<file path="src/rtl/exc_entry_pkg.sv">
package exc_entry_pkg;

    localparam int SR_W     = 32;
    localparam int SR_MD    = 30;
    localparam int SR_RB    = 29;
    localparam int SR_BL    = 28;
    localparam int SR_IM_LO = 4;
    localparam int SR_IM_W  = 4;

    typedef enum logic [1:0] {
        ST_RESET    = 2'd0,
        ST_IDLE     = 2'd1,
        ST_REDIRECT = 2'd2
    } ent_state_e;

    function automatic logic [SR_W-1:0] entry_bits();
        logic [SR_W-1:0] m;
        m        = '0;
        m[SR_MD] = 1'b1;
        m[SR_RB] = 1'b1;
        m[SR_BL] = 1'b1;
        return m;
    endfunction

    function automatic logic [SR_W-1:0] sr_boot_value();
        logic [SR_W-1:0] v;
        v = entry_bits();
        v[SR_IM_LO +: SR_IM_W] = '1;
        return v;
    endfunction

endpackage

</file>
<file path="src/rtl/exc_accept.sv">
module exc_accept
    import exc_entry_pkg::*;
#(
    parameter int           EVT_W   = 12,
    parameter logic [11:0]  EVT_NMI = 12'h1C0
) (
    input  logic             exc_req,
    input  logic             exc_tlb_miss,
    input  logic [EVT_W-1:0] exc_code,
    input  logic             nmi_req,
    input  logic             blmsk,
    input  logic             bl,
    output logic             take,
    output logic             use_tlb,
    output logic [EVT_W-1:0] evt_sel
);
    logic nmi_ok;
    logic gen_ok;

    always_comb begin
        nmi_ok  = nmi_req && (!bl || blmsk);
        gen_ok  = exc_req && !bl;
        take    = nmi_ok || gen_ok;
        use_tlb = !nmi_ok && exc_tlb_miss;
        evt_sel = nmi_ok ? EVT_NMI[EVT_W-1:0] : exc_code;
    end

    // with the block bit set, only an enabled NMI may pass
    always_comb begin
        a_r11_block_gate: assert (!(take && bl && !(nmi_req && blmsk)));
    end

endmodule

</file>
<file path="src/rtl/exc_vector_gen.sv">
module exc_vector_gen #(
    parameter int               XLEN    = 32,
    parameter logic [XLEN-1:0]  TLB_OFS = 32'h0000_0400,
    parameter logic [XLEN-1:0]  GEN_OFS = 32'h0000_0100,
    parameter bit               OR_BASE = 1'b0
) (
    input  logic [XLEN-1:0] vbr,
    input  logic            use_tlb,
    output logic [XLEN-1:0] target
);
    logic [XLEN-1:0] ofs;

    assign ofs = use_tlb ? TLB_OFS : GEN_OFS;

    generate
        if (OR_BASE) begin : g_or_base
            assign target = vbr | ofs;
        end else begin : g_add_base
            assign target = vbr + ofs;
        end
    endgenerate

endmodule

</file>
<file path="src/rtl/exc_ctx_regs.sv">
module exc_ctx_regs
    import exc_entry_pkg::*;
#(
    parameter int               XLEN     = 32,
    parameter int               EVT_W    = 12,
    parameter logic [XLEN-1:0]  BOOT_PC  = 32'hA000_0000,
    parameter logic [11:0]      EVT_POR  = 12'h000,
    parameter logic [11:0]      EVT_MRST = 12'h020
) (
    input  logic             clk,
    input  logic             por_n,
    input  logic             ld_reset,
    input  logic             ld_exc,
    input  logic [XLEN-1:0]  pc_i,
    input  logic [SR_W-1:0]  sr_i,
    input  logic [XLEN-1:0]  vbr_i,
    input  logic [EVT_W-1:0] evt_in,
    input  logic [XLEN-1:0]  vec_in,
    output logic [XLEN-1:0]  spc_q,
    output logic [SR_W-1:0]  ssr_q,
    output logic [SR_W-1:0]  sr_q,
    output logic [XLEN-1:0]  vbr_q,
    output logic [EVT_W-1:0] evt_q,
    output logic [XLEN-1:0]  target_q
);
    localparam logic [SR_W-1:0] SR_BOOT  = sr_boot_value();
    localparam logic [SR_W-1:0] SR_ENTRY = entry_bits();

    always_ff @(posedge clk or negedge por_n) begin
        if (!por_n) begin
            spc_q    <= '0;
            ssr_q    <= '0;
            sr_q     <= SR_BOOT;
            vbr_q    <= '0;
            evt_q    <= EVT_POR[EVT_W-1:0];
            target_q <= BOOT_PC;
        end else if (ld_reset) begin
            sr_q     <= SR_BOOT;
            vbr_q    <= '0;
            evt_q    <= EVT_MRST[EVT_W-1:0];
            target_q <= BOOT_PC;
        end else if (ld_exc) begin
            spc_q    <= pc_i;
            ssr_q    <= sr_i;
            sr_q     <= sr_i | SR_ENTRY;
            vbr_q    <= vbr_i;
            evt_q    <= evt_in;
            target_q <= vec_in;
        end
    end

    a_r1_capture_pc: assert property (@(posedge clk) disable iff (!por_n)
        (ld_exc && !ld_reset) |=> (spc_q == $past(pc_i)) && (ssr_q == $past(sr_i)));

    a_r2_entry_bits: assert property (@(posedge clk) disable iff (!por_n)
        ld_exc |=> sr_q[SR_BL] && sr_q[SR_MD] && sr_q[SR_RB]);

    a_r6_manual_boot: assert property (@(posedge clk) disable iff (!por_n)
        ld_reset |=> (evt_q == EVT_MRST[EVT_W-1:0]) && (vbr_q == '0) && (target_q == BOOT_PC));

endmodule

</file>
<file path="src/rtl/exc_entry_ctrl.sv">
module exc_entry_ctrl
    import exc_entry_pkg::*;
#(
    parameter int               XLEN     = 32,
    parameter int               EVT_W    = 12,
    parameter logic [XLEN-1:0]  BOOT_PC  = 32'hA000_0000,
    parameter logic [XLEN-1:0]  TLB_OFS  = 32'h0000_0400,
    parameter logic [XLEN-1:0]  GEN_OFS  = 32'h0000_0100,
    parameter logic [11:0]      EVT_POR  = 12'h000,
    parameter logic [11:0]      EVT_MRST = 12'h020,
    parameter logic [11:0]      EVT_NMI  = 12'h1C0,
    parameter bit               OR_BASE  = 1'b0
) (
    input  logic             clk,
    input  logic             por_n,
    input  logic             mrst_n,
    input  logic             exc_req,
    input  logic             exc_tlb_miss,
    input  logic [EVT_W-1:0] exc_code,
    input  logic             nmi_req,
    input  logic             blmsk,
    input  logic [XLEN-1:0]  pc_i,
    input  logic [31:0]      sr_i,
    input  logic [XLEN-1:0]  vbr_i,
    output logic [XLEN-1:0]  spc_o,
    output logic [31:0]      ssr_o,
    output logic [31:0]      sr_o,
    output logic [XLEN-1:0]  vbr_o,
    output logic [EVT_W-1:0] evt_o,
    output logic             redirect_o,
    output logic [XLEN-1:0]  target_o,
    output logic             rst_out_n,
    output logic [1:0]       status_o
);
    ent_state_e      state_q;
    ent_state_e      state_nx;
    logic            take;
    logic            use_tlb;
    logic [EVT_W-1:0] evt_sel;
    logic [XLEN-1:0] vec;
    logic            ld_reset;
    logic            ld_exc;

    exc_accept #(
        .EVT_W   (EVT_W),
        .EVT_NMI (EVT_NMI)
    ) u_accept (
        .exc_req      (exc_req),
        .exc_tlb_miss (exc_tlb_miss),
        .exc_code     (exc_code),
        .nmi_req      (nmi_req),
        .blmsk        (blmsk),
        .bl           (sr_i[SR_BL]),
        .take         (take),
        .use_tlb      (use_tlb),
        .evt_sel      (evt_sel)
    );

    exc_vector_gen #(
        .XLEN    (XLEN),
        .TLB_OFS (TLB_OFS),
        .GEN_OFS (GEN_OFS),
        .OR_BASE (OR_BASE)
    ) u_vec (
        .vbr     (vbr_i),
        .use_tlb (use_tlb),
        .target  (vec)
    );

    exc_ctx_regs #(
        .XLEN     (XLEN),
        .EVT_W    (EVT_W),
        .BOOT_PC  (BOOT_PC),
        .EVT_POR  (EVT_POR),
        .EVT_MRST (EVT_MRST)
    ) u_regs (
        .clk      (clk),
        .por_n    (por_n),
        .ld_reset (ld_reset),
        .ld_exc   (ld_exc),
        .pc_i     (pc_i),
        .sr_i     (sr_i),
        .vbr_i    (vbr_i),
        .evt_in   (evt_sel),
        .vec_in   (vec),
        .spc_q    (spc_o),
        .ssr_q    (ssr_o),
        .sr_q     (sr_o),
        .vbr_q    (vbr_o),
        .evt_q    (evt_o),
        .target_q (target_o)
    );

    // state register
    always_ff @(posedge clk or negedge por_n) begin
        if (!por_n) state_q <= ST_RESET;
        else        state_q <= state_nx;
    end

    // next state
    always_comb begin
        state_nx = state_q;
        unique case (state_q)
            ST_RESET:    state_nx = mrst_n ? ST_REDIRECT : ST_RESET;
            ST_IDLE:     state_nx = !mrst_n ? ST_RESET : (take ? ST_REDIRECT : ST_IDLE);
            ST_REDIRECT: state_nx = !mrst_n ? ST_RESET : ST_IDLE;
            default:     state_nx = ST_RESET;
        endcase
    end

    // outputs and load strobes
    always_comb begin
        ld_reset   = !mrst_n;
        ld_exc     = (state_q == ST_IDLE) && mrst_n && take;
        redirect_o = (state_q == ST_REDIRECT);
        rst_out_n  = (state_q != ST_RESET);
        status_o   = (state_q == ST_RESET) ? 2'b11 : 2'b00;
    end

    a_r12_single_pulse: assert property (@(posedge clk) disable iff (!por_n)
        redirect_o |=> !redirect_o);

    a_r10_blocked_no_redirect: assert property (@(posedge clk) disable iff (!por_n)
        ((state_q == ST_IDLE) && exc_req && !nmi_req && sr_i[SR_BL]) |=> !redirect_o);

    a_r9_manual_wins: assert property (@(posedge clk) disable iff (!por_n)
        !mrst_n |=> !rst_out_n && (status_o == 2'b11) && !redirect_o);

    a_r7_boot_redirect: assert property (@(posedge clk) disable iff (!por_n)
        ((state_q == ST_RESET) && mrst_n) |=> redirect_o && (target_o == BOOT_PC));

endmodule

</file>
<file path="config.mk">
export PLATFORM = sky130hd
export DESIGN_NAME = exc_entry_ctrl
export DESIGN_NICKNAME = d
export VERILOG_FILES = /design/src/rtl/exc_entry_pkg.sv /design/src/rtl/exc_accept.sv /design/src/rtl/exc_vector_gen.sv /design/src/rtl/exc_ctx_regs.sv /design/src/rtl/exc_entry_ctrl.sv
export SDC_FILE = /design/constraint.sdc
export NUM_CORES = 1
export LEC_CHECK = 0
export CAP_MARGIN = 25
export CORE_ASPECT_RATIO = 0.75
export CORE_MARGIN = 2
export CORE_UTILIZATION = 48
export CTS_BUF_LIST = sky130_fd_sc_hd__clkbuf_8 sky130_fd_sc_hd__clkbuf_16
export DETAILED_ROUTE_END_ITERATION = 8
export GPL_TIMING_DRIVEN = 0
export PLACE_DENSITY = 0.86
export REMOVE_ABC_BUFFERS = 1
export SYNTH_ARGS = -nofsm -noshare
export SYNTH_HDL_FRONTEND = slang
export SYNTH_HIERARCHICAL = 1
export SYNTH_SLANG_ARGS = --single-unit
</file>
<file path="constraint.sdc">
create_clock -name clk -period 3.86 [get_ports clk]
set_input_delay 0.772 -clock clk [delete_from_list [all_inputs] [get_ports clk]]
set_output_delay 0.772 -clock clk [all_outputs]
set_load 0.02 [all_outputs]
</file>
==> implementation parameters <==
Parameter                              Value

Worst setup path
  Arrival time at the worst endpoint    4.00 ns
  Cell repeated most along the worst path    buf_12
  Required arrival time at the worst endpoint    4.17 ns
  Worst setup path category    input port to register
  Largest fanout on the critical path    40
  Cell with the largest stage delay on the worst path    dlygate4sd2_1
  Largest delay share family, worst path    buffers and inverters
  Capturing element type of the critical path    register
  Critical path buffers and inverters    4
  CP startpoint kind    input port
  Cell chain of the critical path    dlygate4sd2_1, nor2_1, o21ai_0, and3_4, buf_16, nor2b_4, buf_12, buf_12, mux2_4
  Peak per-stage delay on the critical path    around 0.64 ns

Synthesis
  Number of cells produced by synthesis    around 580
  Post-synthesis instance area    between 0.007 and 0.008 mm²
  Synth Warn #    6
  Number of synthesized flops with an enable pin    0
  #FFs+latches synth    171
  Number of distinct library cells after synthesis    43
  Most used flip-flop cell after synthesis    dfrtp_1
  Fraction of synthesis flops using an asynchronous set or reset pin    1.000
  Share of the yosys chip area belonging to registers    0.5499
  Avg Synthesized Cell Area    13.42 µm²

STA
  Worst-case setup margin in the final layout    about 0.17 ns
  Hold Vio Cnt, Final    0
  Post-route clock skew    0.008817 ns
  Number of setup violations in the final report    0
  F_max    0.2711 GHz
  Slew of the pin with the lowest slew margin    0.8980 ns
  Tmin final    3.689 ns
  Final clock period utilization by the worst path    0.9557
  Slew headroom    0.3986
  Max Slew Vio Count    0
  Setup repair after global routing missed its margin    no

GRT
  Remaining Overflow, GRT    0
  Overall track demand over capacity in global routing    0.2315
  Largest net degree at the start of global routing    a little under 90
  Initial antenna violation count    0
  Wire length of the first global-routing pass    ~31000 µm
  Number of global-route vias before repair    around 5700

Placement
  Area after DPL    0.01071 mm²
  DP HPWL    13470 µm
  Placed instance count    1040
  Count of buffers from port buffering    about 290
  Minimum setup slack after placement    -0.8082 ns
  Global placement routability congestion    0.7578

Floorplan
  Core Region    0.01597 mm²
  Initial core utilization    0.4882
  Die Outline Area    0.01729 mm²
  Number of cell rows    40
  Die H    between 100 and 150 µm
  IO Pins    approximately 290
  DIE WIDTH    151.2 µm

Cells and area
  Final core occ    0.7101
  Proportion of layout cells with a drive suffix above 1    0.1543
  Area of all placed cells without fillers    0.01134 mm²
  Layout overhead on the synthesized area    45.44%
  Ant. Diodes    0
  Fin nets    968
  Fill cell instance count of the final layout    around 1100
  Filler-free cell count of the finished design    1072

Clock network
  CTS Root Cell    clkbuf_16
  Worst-path clk slew    approximately 0.07 ns
  Post-CTS Repair Setup Buffers    0
  TritonCTS clock tree    done
  Resized cells post-CTS    1
  CTS Sinks    171
  H-tree lvl count    4
  Number of hold buffers added after CTS    0
  Number of buffers on the longest clock path    2
  TritonCTS Buffers    17
  Clock insertion delay at the later pin of the skew report    approximately 0.42 ns

Routing
  DRC violation count after routing    0
  Routed length per instance    18.56 µm
  Initial drt markers    256
  Pre-Repair DR Iteration Count    4
  Routed via count    5435
  Per-cell via count in the routed design    5.070
  Routed wire length    roughly 20000 µm
  Number of nets with antenna violations after detailed routing    0

Status
  Result of the run    completed

Power and ir drop
  Worst vdd rail ir drop    between 300 and 400 µV
  Design Power    0.005257 W
  Pwr/cell area    463.7 mW/mm²
  Static Leakage    4.741 nW

Hold path
  Class of the tightest hold or removal check    input port to asynchronous set/reset pin

Flow run
  Number of max-capacitance violations reported    0
-- cell type report --
class | instances | area, µm² | share of cell area
sequential | 171 | 4287 | 0.3781
tap | 210 | 262.8 | 0.02318
inverter | 4 | 17.52 | 0.001545
multi-input combinational | 363 | 3122 | 0.2754
timing repair buffer | 293 | 3027 | 0.2670
clock buffer | 18 | 439.2 | 0.03874
clock inverter | 13 | 182.7 | 0.01611
-- flip-flops by register name (all words and copies together), names as in the netlist --
name / flops
state_q: 2
u_regs/spc_q: 32
u_regs/evt_q: 12
u_regs/target_q: 32
u_regs/vbr_q: 32
u_regs/ssr_q: 32
u_regs/sr_q: 29
-- power by group --
group          switching, W  internal, W  leakage, nW  total (W)
clock              0.000752      0.00105        0.306    0.00181
sequential         0.000123      0.00200         2.29    0.00212
combinational      0.000588     0.000740         2.15    0.00133
-- cells by family after synthesis --
| logic type | Yosys count | synth area share |
|---|---|---|
| DFF | 171 | 0.5499 |
| muxes | 162 | 0.2472 |
| and+or+nand+nor | 148 | 0.09198 |
| buffers and inverters | 50 | 0.05217 |
| AOI/OAI and AO/OA | 24 | 0.02873 |
| xor gates and xnor gates | 22 | 0.02472 |
| adders and majority gates | 3 | 0.004816 |
| other | 1 | 0.0004811 |
-- metal layers --
| metal | part of all wire | global-route usage |
|---|---|---|
| met1 | 0.42 | 0.2921 |
| met2 | 0.49 | 0.3800 |
| met3 | 0.081 | 0.07689 |
| met4 | 0.017 | 0.07227 |
| met5 | 0 | 0 |
-- metrics by stage --
step | hold slack (ns) | TNS [ns]
after floorplan | 0.4509 | -80.03
after global placement | 0.4785 | -1204.90
after detailed placement | 0.4948 | -35.07
after CTS | 0.3730 | 0
after global routing | 0.4011 | 0
final | 0.3472 | 0
-- worst paths after layout --
path	startpoint	endpoint	slack, ns	cells after the start
worst max register to register	state_q[1]$_DFF_PN0_	u_regs/ssr_q[16]$_DFFE_PN0P_	0.97	7
worst max-delay path	nmi_req	u_regs/ssr_q[16]$_DFFE_PN0P_	0.17	9
max in group asynchronous	por_n	u_regs/sr_q[7]$_DFFE_PN1P_	2.63	2
worst min-delay path	por_n	u_regs/target_q[9]$_DFFE_PN0P_	0.35	1
worst min register to register	state_q[1]$_DFF_PN0_	state_q[1]$_DFF_PN0_	0.50	1
min in group clk	state_q[1]$_DFF_PN0_	state_q[1]$_DFF_PN0_	0.50	1
-- layout by cell type, fill, tap and decap left out, types with 4 or more instances in the layout --
master / n
a21boi_2: 8
buf_16: 4
xor2_1: 6
clkdlybuf4s50_1: 285
xnor2_1: 16
nor2b_1: 8
inv_6: 4
a211o_1: 7
nor2_1: 102
mux2_4: 60
dfstp_2: 6
nand2_1: 7
mux2_2: 4
clkinv_4: 4
nand3_1: 6
dfrtp_1: 165
and3_1: 5
nand4_1: 5
mux2i_1: 98
clkbuf_16: 17
-- Yosys cell counts (2+ instances only) --
cell      instances  share of area
a211o_1           7         0.0079
a21boi_1          2         0.0019
a21boi_2          8          0.012
a21o_2            3         0.0034
and3_1            5         0.0040
buf_12            6          0.015
buf_2             4         0.0026
buf_4            22          0.021
buf_6             3         0.0043
clkbuf_1         10         0.0048
dfrtp_1         165           0.53
dfstp_2           6          0.020
ha_1              3         0.0048
inv_1             4         0.0019
mux2_2            4         0.0058
mux2_4           60           0.12
mux2i_1          98           0.13
nand2_1           7         0.0034
nand3_1           6         0.0039
nand4_1           5         0.0040
nor2_1          102          0.049
nor2b_1           8         0.0064
nor2b_4           2         0.0035
nor3_2            2         0.0026
xnor2_1          16          0.018
xor2_1            6         0.0067
Power figures use the tool's default switching activity.
